==> config.mk <==
export PLATFORM = sky130hd
export DESIGN_NAME = synth_load_port
export DESIGN_NICKNAME = d
export VERILOG_FILES = /design/src/rtl/synth_load_pkg.sv /design/src/rtl/synth_load_sync.sv /design/src/rtl/synth_load_shift.sv /design/src/rtl/synth_load_decode.sv /design/src/rtl/synth_load_regs.sv /design/src/rtl/synth_load_port.sv
export SDC_FILE = /design/constraint.sdc
export NUM_CORES = 1
export LEC_CHECK = 0
export BUFFER_PORTS_ARGS = -buffer_cell sky130_fd_sc_hd__buf_2
export CAP_MARGIN = 30
export CELL_PAD_IN_SITES_DETAIL_PLACEMENT = 1
export CELL_PAD_IN_SITES_GLOBAL_PLACEMENT = 1
export CORE_ASPECT_RATIO = 0.8
export CORE_MARGIN = 2
export CORE_UTILIZATION = 40
export DETAILED_ROUTE_END_ITERATION = 7
export PLACE_DENSITY_LB_ADDON = 0.1
export SYNTH_ARGS = -nofsm -noshare
export SYNTH_HDL_FRONTEND = slang
export SYNTH_SLANG_ARGS = --single-unit
==> constraint.sdc <==
create_clock -name clk -period 5.6 [get_ports clk]
set_clock_uncertainty 0.15 [all_clocks]
set_input_delay 0.28 -clock clk [delete_from_list [all_inputs] [get_ports clk]]
set_output_delay 0.28 -clock clk [all_outputs]
set_load 0.02 [all_outputs]
==> src/rtl/synth_load_pkg.sv <==
package synth_load_pkg;
  localparam int SR_W      = 32;
  localparam int SHORT_LEN = 24;
  localparam int LONG_LEN  = 32;
  localparam int CNT_W     = 6;
  localparam logic [CNT_W-1:0] CNT_MAX = '1;

  typedef enum logic [2:0] {
    WK_NONE = 3'd0,
    WK_FREQ = 3'd1,
    WK_MODE = 3'd2,
    WK_AUX  = 3'd3,
    WK_REF  = 3'd4,
    WK_LONG = 3'd5
  } word_kind_e;

  typedef struct packed {
    logic [3:0]  cum3;
    logic [3:0]  cum4;
    logic [1:0]  mod_sel;
    logic [11:0] frac;
  } mode_fields_t;
endpackage

==> src/rtl/synth_load_sync.sv <==
module synth_load_sync #(
  parameter int WIDTH  = 3,
  parameter int STAGES = 2
) (
  input  logic             clk,
  input  logic             rst_n,
  input  logic [WIDTH-1:0] d,
  output logic [WIDTH-1:0] q
);
  logic [WIDTH-1:0] stg [STAGES];

  for (genvar g = 0; g < STAGES; g++) begin : g_stage
    if (g == 0) begin : g_first
      always_ff @(posedge clk or negedge rst_n)
        if (!rst_n) stg[g] <= '0;
        else        stg[g] <= d;
    end else begin : g_next
      always_ff @(posedge clk or negedge rst_n)
        if (!rst_n) stg[g] <= '0;
        else        stg[g] <= stg[g-1];
    end
  end

  assign q = stg[STAGES-1];
endmodule

==> src/rtl/synth_load_shift.sv <==
module synth_load_shift
  import synth_load_pkg::*;
(
  input  logic             clk,
  input  logic             rst_n,
  input  logic             dat_s,
  input  logic             sck_s,
  input  logic             str_s,
  output logic [SR_W-1:0]  sr,
  output logic [CNT_W-1:0] cnt,
  output logic             str_q,
  output logic             str_rise
);
  logic sck_q;
  logic sck_rise, str_fall;

  assign sck_rise = sck_s & ~sck_q;
  assign str_rise = str_s & ~str_q;
  assign str_fall = ~str_s & str_q;

  always_ff @(posedge clk or negedge rst_n) begin
    if (!rst_n) begin
      sck_q <= 1'b0;
      str_q <= 1'b0;
      sr    <= '0;
      cnt   <= '0;
    end else begin
      sck_q <= sck_s;
      str_q <= str_s;
      if (str_fall) begin
        cnt <= '0;
      end else if (sck_rise && !str_s) begin
        sr <= {sr[SR_W-2:0], dat_s};
        if (cnt != CNT_MAX) cnt <= cnt + 1'b1;
      end
    end
  end

  // with strobe high the input register cannot move
  a_r7_no_shift_high: assert property (@(posedge clk) disable iff (!rst_n)
    str_s |=> $stable(sr));

  // a falling strobe leaves the counter at zero
  a_r8_cnt_clear: assert property (@(posedge clk) disable iff (!rst_n)
    (!str_s && str_q) |=> (cnt == '0));
endmodule

==> src/rtl/synth_load_decode.sv <==
module synth_load_decode
  import synth_load_pkg::*;
(
  input  logic [CNT_W-1:0] cnt,
  input  logic [1:0]       addr,
  output word_kind_e       kind
);
  always_comb begin
    kind = WK_NONE;
    if (cnt == CNT_W'(LONG_LEN)) begin
      kind = WK_LONG;
    end else if (cnt == CNT_W'(SHORT_LEN)) begin
      case (addr)
        2'd0:    kind = WK_FREQ;
        2'd1:    kind = WK_MODE;
        2'd2:    kind = WK_AUX;
        default: kind = WK_REF;
      endcase
    end
  end
endmodule

==> src/rtl/synth_load_regs.sv <==
module synth_load_regs
  import synth_load_pkg::*;
(
  input  logic            clk,
  input  logic            rst_n,
  input  logic [SR_W-1:0] sr,
  input  word_kind_e      kind,
  input  logic            str_s,
  input  logic            str_q,
  input  logic            str_rise,
  output logic [11:0]     main_n1,
  output logic [7:0]      main_n2,
  output logic [7:0]      main_cn,
  output mode_fields_t    mode_o,
  output logic [13:0]     aux_n,
  output logic [7:0]      aux_r,
  output logic [10:0]     ref_r,
  output logic [2:0]      pd_mask,
  output logic [7:0]      aux_gain,
  output logic            speedup
);
  mode_fields_t staged;
  logic         is_freq;
  logic         unused_bits;

  assign is_freq     = (kind == WK_FREQ) || (kind == WK_LONG);
  assign unused_bits = ^sr[3:0];

  always_ff @(posedge clk or negedge rst_n) begin
    if (!rst_n) begin
      main_n1  <= '0;
      main_n2  <= '0;
      main_cn  <= '0;
      mode_o   <= '0;
      staged   <= '0;
      aux_n    <= '0;
      aux_r    <= '0;
      ref_r    <= '0;
      pd_mask  <= '0;
      aux_gain <= '0;
      speedup  <= 1'b0;
    end else if (str_rise) begin
      if (is_freq) begin
        main_n1 <= sr[23:12];
        main_n2 <= sr[11:4];
        mode_o  <= staged;
        speedup <= 1'b1;
      end
      case (kind)
        WK_LONG: main_cn <= sr[31:24];
        WK_MODE: staged  <= '{cum3: sr[23:20], cum4: sr[19:16],
                              mod_sel: sr[15:14], frac: sr[13:2]};
        WK_AUX: begin
          aux_n <= sr[23:10];
          aux_r <= sr[9:2];
        end
        WK_REF: begin
          ref_r    <= sr[23:13];
          pd_mask  <= sr[12:10];
          aux_gain <= sr[9:2];
        end
        default: ;
      endcase
    end else if (!str_s) begin
      speedup <= 1'b0;
    end
  end

  // speed-up only while the strobe is held
  a_r6_speedup_with_strobe: assert property (@(posedge clk) disable iff (!rst_n)
    speedup |-> str_q);

  // speed-up only starts from a strobe edge
  a_r6_speedup_from_edge: assert property (@(posedge clk) disable iff (!rst_n)
    $rose(speedup) |-> $past(str_rise));

  // applied mode fields move only with a frequency word
  a_r3_mode_held: assert property (@(posedge clk) disable iff (!rst_n)
    !(str_rise && is_freq) |=> $stable(mode_o));

  // outputs are frozen while strobe stays high
  a_r7_frozen: assert property (@(posedge clk) disable iff (!rst_n)
    (str_s && str_q) |=> $stable({main_n1, main_n2, main_cn, mode_o, aux_n,
                                  aux_r, ref_r, pd_mask, aux_gain}));
endmodule

==> src/rtl/synth_load_port.sv <==
module synth_load_port
  import synth_load_pkg::*;
#(
  parameter int SYNC_STAGES = 2
) (
  input  logic        clk,
  input  logic        rst_n,
  input  logic        ser_data,
  input  logic        ser_clk,
  input  logic        ser_strobe,
  output logic [11:0] main_n1,
  output logic [7:0]  main_n2,
  output logic [7:0]  main_cn,
  output logic [1:0]  mod_sel,
  output logic [3:0]  cum3,
  output logic [3:0]  cum4,
  output logic [11:0] frac_num,
  output logic [13:0] aux_n,
  output logic [7:0]  aux_r,
  output logic [10:0] ref_r,
  output logic [2:0]  pd_mask,
  output logic [7:0]  aux_gain,
  output logic        speedup
);
  localparam int NWIRES = 3;

  logic [NWIRES-1:0] wires_s;
  logic [SR_W-1:0]   sr;
  logic [CNT_W-1:0]  cnt;
  logic              str_q, str_rise;
  word_kind_e        kind;
  mode_fields_t      mode_w;

  synth_load_sync #(.WIDTH(NWIRES), .STAGES(SYNC_STAGES)) u_sync (
    .clk(clk), .rst_n(rst_n),
    .d({ser_strobe, ser_clk, ser_data}), .q(wires_s)
  );

  synth_load_shift u_shift (
    .clk(clk), .rst_n(rst_n),
    .dat_s(wires_s[0]), .sck_s(wires_s[1]), .str_s(wires_s[2]),
    .sr(sr), .cnt(cnt), .str_q(str_q), .str_rise(str_rise)
  );

  synth_load_decode u_dec (
    .cnt(cnt), .addr(sr[1:0]), .kind(kind)
  );

  synth_load_regs u_regs (
    .clk(clk), .rst_n(rst_n), .sr(sr), .kind(kind),
    .str_s(wires_s[2]), .str_q(str_q), .str_rise(str_rise),
    .main_n1(main_n1), .main_n2(main_n2), .main_cn(main_cn),
    .mode_o(mode_w), .aux_n(aux_n), .aux_r(aux_r), .ref_r(ref_r),
    .pd_mask(pd_mask), .aux_gain(aux_gain), .speedup(speedup)
  );

  assign mod_sel  = mode_w.mod_sel;
  assign cum3     = mode_w.cum3;
  assign cum4     = mode_w.cum4;
  assign frac_num = mode_w.frac;
endmodule

==> qor.json, run 1 <==
{
  "route": {
    "dr.first_iter.drc_count": 137,
    "drc": 0,
    "first_pass_iters": 4,
    "wl_mm": 13.45,
    "vias_per_cell": 4.887,
    "via_count": 3494,
    "wl_per_cell_um": 18.81,
    "antenna_left": 0
  },
  "global_routing": {
    "number_of_antenna_violations_at_the_first_check_in_global_routing": 0,
    "grt_most_used_layer": "met2",
    "grt_max_degree": 103,
    "globalRouteMet2Util_pct": 27.56,
    "grt_use_met1_pct": 23.15,
    "globalRoute.totalOverflow": 0,
    "grt_usage_pct": 17.61,
    "met3_track_utilization_from_global_routing_pct": 5.372,
    "grt_first_pass_wirelength_mm": 21.82,
    "first_global_vias": 3881
  },
  "critical_path": {
    "cp_endpoint_kind": "flip-flop",
    "timing.critical_path.from_type": "flip-flop",
    "critical_path_required_ps": 5760,
    "slowest_stage_delay_on_critical_path_ps": 510,
    "worst-setup-path-type": "reg2reg",
    "critPathArrivalTime_ps": 3020,
    "crit_path_max_fanout": 29,
    "critical-path-slowest-cell": "a21oi_4",
    "cp_cell_instances": "inv_1 > ha_1 > and4bb_1 > o21ai_1 > a21oi_4 > buf_4 > mux2_2"
  },
  "cells_and_area": {
    "insertedDiodeCount": 0,
    "net_count_reported_at_finish": 502,
    "synthToLayoutAreaGrowth_pct": 22.16,
    "layout.cells.most_common": "dfrtp_1",
    "final.fill_count": 1486,
    "most_used_cells_in_the_layout_excluding_fill_and_tap_cells": "dfrtp_1, mux2_2, buf_2",
    "post_route_cells_drive_above_1_share_pct": 56.44,
    "layout.cells.non_filler": 715
  },
  "logic_synthesis": {
    "dominantRegCellSynth": "dfrtp_1",
    "synth_top_cells_by_area": "dfrtp_1, mux2_2, buf_6",
    "seq_area_frac_synth_pct": 65.15,
    "post_syn_nets": 387,
    "portion_of_synthesized_cell_area_occupied_by_the_leading_cell_type_pct": 65.15,
    "yosysUniqueCellTypes": 36,
    "yosys_register_bits": 163,
    "syn_area_per_cell_um2": 16.61,
    "yosys.area.top_type": "dfrtp_1",
    "postSynthCellCount": 377,
    "netlist_area_um2": 6261,
    "synth_edf_count": 0,
    "proportion_of_register_bits_with_asynchronous_set_or_reset_after_synthesis_pct": 100.0,
    "synthesis.yosys.warnings": 0
  },
  "place": {
    "dp_cell_count": 679,
    "detailed_placement_wirelength_estimate_mm": 8.642,
    "placer_congestion": 0.7196,
    "port_buffers": 99,
    "minimum_setup_slack_after_placement_ps": 2708
  },
  "power": {
    "power.density_cell_area_nw_per_um2": 326.5,
    "peakVddDrop_mv": 0.2269,
    "cellLeakagePower_nw": 4.114
  },
  "die": {
    "core.rowCount": 40,
    "pin_count": 100,
    "die_area_um2": 16680,
    "dieWidth_um": 143.9,
    "initial_core_util_pct": 41.29,
    "die_h_um": 115.9,
    "core_area_um2": 15160
  },
  "sta": {
    "period_share_pct": 51.16,
    "max-slew-margin-rel_pct": 36.86,
    "finalMaxSlewViolations": 0,
    "worstMarginPinSlew_ps": 940.1,
    "achievable-frequency_ghz": 0.3490,
    "tns_ps": 0,
    "finalCriticalPeriod_ps": 2865,
    "setup_violations": 0,
    "fin_ws_ps": 2735,
    "grt_setup_unrepaired": "false",
    "final-hold-violation-count": 0
  },
  "clock_tree": {
    "cts_setup_buffers": 0,
    "cts_tree": "yes",
    "max-clock-path-buffers": 2,
    "clock_tree.root_cell": "clkbuf_16",
    "cts_max_level": 4,
    "clkSlewWorstSetupHoldPaths_ps": 60,
    "cts-buffers-inserted": 17,
    "cts.sinks": 163,
    "clkLatencyLatePin_ps": 430
  },
  "outcome": {
    "outcome": "completed"
  },
  "job": {
    "max_cap_violations": 0
  },
  "worst_hold_path": {
    "holdCritPathClass": "in2async"
  }
}
critical path: cells and delay by family, from the launching register on:
family / cells / cell delay (ps)
fa+ha+maj: 1 / 310
flops: 1 / 370
buf+inv: 2 / 560
simple gates: 1 / 300
mux: 1 / 390
compound gates: 2 / 640
final timing paths:
path / startpoint / endpoint / slack [ps] / depth (start not counted)
worst max-delay path: u_shift.sr[0]$_DFFE_PN0P_ / u_regs.mode_o[11]$_DFFE_PN0P_ / 2730 / 7
worst min register to register: u_sync.stg[3]$_DFF_PN0_ / u_sync.q[0]$_DFF_PN0_ / 190 / 0
worst max register to register: u_shift.sr[0]$_DFFE_PN0P_ / u_regs.mode_o[11]$_DFFE_PN0P_ / 2730 / 7
min in group clk: u_sync.stg[3]$_DFF_PN0_ / u_sync.q[0]$_DFF_PN0_ / 190 / 0
worst min-delay path: rst_n / u_shift.cnt[3]$_DFFE_PN0P_ / 80 / 2
max in group asynchronous: rst_n / u_regs.mode_o[9]$_DFFE_PN0P_ / 4320 / 3
repair_timing:
item / CTS / global route
resized for setup: 0 / 0
hold buffers: 4 / 0
hold endpoints to repair: 166 / 0
cell usage after synthesis, types with 2 or more instances:
cell type and n:
nor2b_1 2, mux2i_1 2, dfrtp_1 163, a31oi_1 2, inv_1 4, ha_1 5
nand3_1 2, a21oi_1 2, mux2_2 143, o21ai_0 2, a311oi_1 2, nand2_1 5
buf_2 2, buf_6 6, a21o_1 2, buf_4 6, mux2_1 2, and3_1 3
nor2_1 5
sequential cells by signal, summed over array words and instances, names as in the netlist, 6 cells and up:
name	cells
u_shift.sr	32
u_regs.mode_o	22
u_regs.staged	22
u_regs.aux_n	14
u_regs.main_n1	12
u_regs.ref_r	11
u_regs.aux_gain	8
u_regs.aux_r	8
u_regs.main_cn	8
u_regs.main_n2	8
u_shift.cnt	6
stage by stage:
| stage | instance area [um2] | power (W) | hold WS (ps) | util, % |
|---|---|---|---|---|
| 2_1_floorplan | 6261 | 0.001266 | -165.6 | - |
| 3_5_place_dp | 6994 | 0.001311 | -43.08 | 46.12 |
| 6_report | 7649 | 0.002497 | 77.87 | 50.44 |
| 3_3_place_gp | 6947 | 0.001303 | 188.0 | 45.81 |
| 5_1_grt | 7649 | 0.002593 | 75.19 | 50.44 |
| 4_1_cts | 7649 | 0.002536 | 69.86 | 50.44 |
area by class of cell:
| cell class | count | area, um2 | area share [%] |
|---|---|---|---|
| sequential | 163 | 4079 | 53.33 |
| multi-input combinational | 196 | 2051 | 26.81 |
| clock inverter | 9 | 126.4 | 1.652 |
| clock buffer | 23 | 488.0 | 6.380 |
| inverter | 4 | 15.01 | 0.1963 |
| timing repair buffer | 110 | 626.9 | 8.196 |
| tap | 210 | 262.8 | 3.435 |
per-layer routing:
layer / wire [um] / vias up
met5: 0 / -
met2: 6346 / 69
met3: 653 / 16
met1: 6264 / 1837
li1: - / 1572
met4: 183 / 0
kinds of logic after synthesis:
logic type	count (synthesis)	share of synthesized area, %
AND/OR/NAND/NOR	29	3.378
adder cells (fa/ha/maj)	5	0.9992
multiplexers	148	26.64
flip-flops	163	65.15
AO/OA/AOI/OAI	13	1.499
buffers and inverters	18	2.198
XOR/XNOR	1	0.1399
where the power goes:
group | leakage [nW] | switching (W) | total (W) | internal, W
registers | 2.25 | 0.0000179 | 0.00121 | 0.00119
logic | 1.56 | 0.0000513 | 0.0000797 | 0.0000283
clock network | 0.303 | 0.000460 | 0.00121 | 0.000746
total | 4.11 | 0.000529 | 0.00250 | 0.00197
No activity file was read; power rests on OpenSTA's default activity.
==> run 2: changes to the inputs <==
==> constraint.sdc (replaced) <==
create_clock -name clk -period 2.6 [get_ports clk]
set_clock_uncertainty 0.15 [all_clocks]
set_input_delay 0.13 -clock clk [delete_from_list [all_inputs] [get_ports clk]]
set_output_delay 0.13 -clock clk [all_outputs]
set_load 0.02 [all_outputs]
==> run 2 against run 1 <==
  * Routed wire length is 5.6% lower
  * First-iteration DRC count decreased by 33%
  * Core utilization is essentially flat
  * Non-clock buffer count grew 6
  * Power is 110% higher
==> qor.json, run 2 (same netlist as run 1, synthesis figures left out) <==
{
  "outcome": {
    "outcome": "completed"
  },
  "die": {
    "core.rowCount": 40,
    "initial_core_util_pct": 41.29,
    "core_area_um2": 15160,
    "dieWidth_um": 143.9,
    "pin_count": 100,
    "die_area_um2": 16680,
    "die_h_um": 115.9
  },
  "critical_path": {
    "cell_family_contributing_the_most_delay_on_the_critical_path": "compound AO/OA/AOI/OAI gates",
    "timing.critical_path.from_type": "flip-flop",
    "critical-path-slowest-cell": "a21oi_4",
    "cp_endpoint_kind": "flip-flop",
    "crit_path_max_fanout": 7,
    "slowest_stage_delay_on_critical_path_ps": 390,
    "cp_cell_instances": "inv_1 > ha_1 > and4bb_1 > o21ai_1 > a21oi_4 > buf_4 > mux2_2",
    "worst-setup-path-type": "reg2reg",
    "critical_path_required_ps": 2740,
    "critPathArrivalTime_ps": 2570,
    "crit_buf_inv": 2
  },
  "cells_and_area": {
    "final.fill_count": 1496,
    "layout.cells.most_common": "dfrtp_1",
    "largest_register": "u_shift.sr",
    "largest_reg_flops": 32,
    "synthToLayoutAreaGrowth_pct": 22.26,
    "post_route_cells_drive_above_1_share_pct": 56.89,
    "most_used_cells_in_the_layout_excluding_fill_and_tap_cells": "dfrtp_1, mux2_2, buf_2",
    "net_count_reported_at_finish": 508,
    "largest_registers": "u_shift.sr: 32 flops, u_regs.mode_o: 22 flops, u_regs.staged: 22 flops",
    "insertedDiodeCount": 0
  },
  "place": {
    "placer_congestion": 0.8048,
    "minimum_setup_slack_after_placement_ps": 182.4,
    "port_buffers": 99,
    "detailed_placement_wirelength_estimate_mm": 8.556
  },
  "power": {
    "peakVddDrop_mv": 0.4668,
    "power.density_cell_area_nw_per_um2": 668.7,
    "cellLeakagePower_nw": 4.126
  },
  "sta": {
    "worstMarginPinSlew_ps": 696.8,
    "period_share_pct": 93.35,
    "tns_ps": 0,
    "max-slew-margin-rel_pct": 53.55,
    "setup_violations": 0,
    "finalCriticalPeriod_ps": 2427,
    "final-hold-violation-count": 0,
    "achievable-frequency_ghz": 0.4120,
    "fin_ws_ps": 173.0,
    "finalMaxSlewViolations": 0,
    "grt_setup_unrepaired": "false"
  },
  "job": {
    "max_cap_violations": 0
  },
  "global_routing": {
    "number_of_antenna_violations_at_the_first_check_in_global_routing": 0,
    "first_global_vias": 3803,
    "grt_first_pass_wirelength_mm": 20.68,
    "grt_max_degree": 76,
    "globalRoute.totalOverflow": 0,
    "grt_usage_pct": 16.64
  },
  "clock_tree": {
    "clock_tree.root_cell": "clkbuf_16",
    "cts-buffers-inserted": 17,
    "clkLatencyLatePin_ps": 420,
    "clkSlewWorstSetupHoldPaths_ps": 60,
    "cts_tree": "yes",
    "max-clock-path-buffers": 2,
    "cts.sinks": 163,
    "cts_resized": 0,
    "cts_max_level": 4
  },
  "worst_hold_path": {
    "holdCritPathClass": "in2async"
  },
  "route": {
    "via_count": 3523,
    "dr.first_iter.drc_count": 92,
    "drc": 0,
    "antenna_left": 0,
    "vias_per_cell": 4.907,
    "first_pass_iters": 4,
    "wl_mm": 12.69,
    "wl_per_cell_um": 17.68
  }
}
==> run 2: repair_timing <==
action | 4_1_cts | 5_1_grt
endpoints found under the setup margin | 0 | 0
hold endpoints to repair | 76 | 0
setup buffers | 0 | 0
hold buffers | 4 | 0
==> run 2: area by class of cell <==
cell class	count	area [um2]	share of cell area (%)
Tap cell	210	262.8	3.432
Clock buffer	26	539.3	7.045
Sequential cell	163	4079	53.29
Inverter	4	15.01	0.1961
Clock inverter	3	18.77	0.2452
Multi-Input combinational cell	196	2051	26.79
Timing Repair Buffer	116	689.4	9.006
==> run 2: final timing paths <==
check                                               start                            end  slack (ps)  cells past startpoint
worst min-delay path                                rst_n  u_regs.mode_o[10]$_DFFE_PN0P_         160                      2
worst max register to register  u_shift.sr[0]$_DFFE_PN0P_   u_regs.mode_o[7]$_DFFE_PN0P_         170                      7
min in group clk                  u_sync.stg[3]$_DFF_PN0_          u_sync.q[0]$_DFF_PN0_         200                      0
worst max-delay path            u_shift.sr[0]$_DFFE_PN0P_   u_regs.mode_o[7]$_DFFE_PN0P_         170                      7
worst min register to register    u_sync.stg[3]$_DFF_PN0_          u_sync.q[0]$_DFF_PN0_         200                      0
max in group asynchronous                           rst_n    u_regs.ref_r[6]$_DFFE_PN0P_        1400                      3
==> run 2: per-stage QoR <==
stage	total power [W]	instance area, um2	instances	util [%]	hold WS [ps]
2_1_floorplan	0.002726	6261	377	-	-315.6
3_3_place_gp	0.002815	7057	685	46.53	67.88
3_5_place_dp	0.002824	7057	685	46.53	61.31
4_1_cts	0.005196	7655	718	50.48	178.3
5_1_grt	0.005315	7655	718	50.48	185.7
6_report	0.005119	7655	718	50.48	162.0
==> run 2: report_power, final <==
group,switching (W),total [W],leakage [nW],internal [W]
logic,0.000107,0.000168,1.59,0.0000606
clock network,0.000932,0.00234,0.280,0.00141
registers,0.0000398,0.00261,2.25,0.00257
total,0.00108,0.00512,4.13,0.00404
==> run 2: layer usage <==
| metal | wire (um) | up-vias | track usage (%) |
|---|---|---|---|
| met5 | 0 | - | 0 |
| met4 | 199 | 0 | 7.059 |
| met3 | 619 | 15 | 5.083 |
| met2 | 6011 | 69 | 25.94 |
| met1 | 5862 | 1852 | 21.80 |
| li1 | - | 1587 | - |
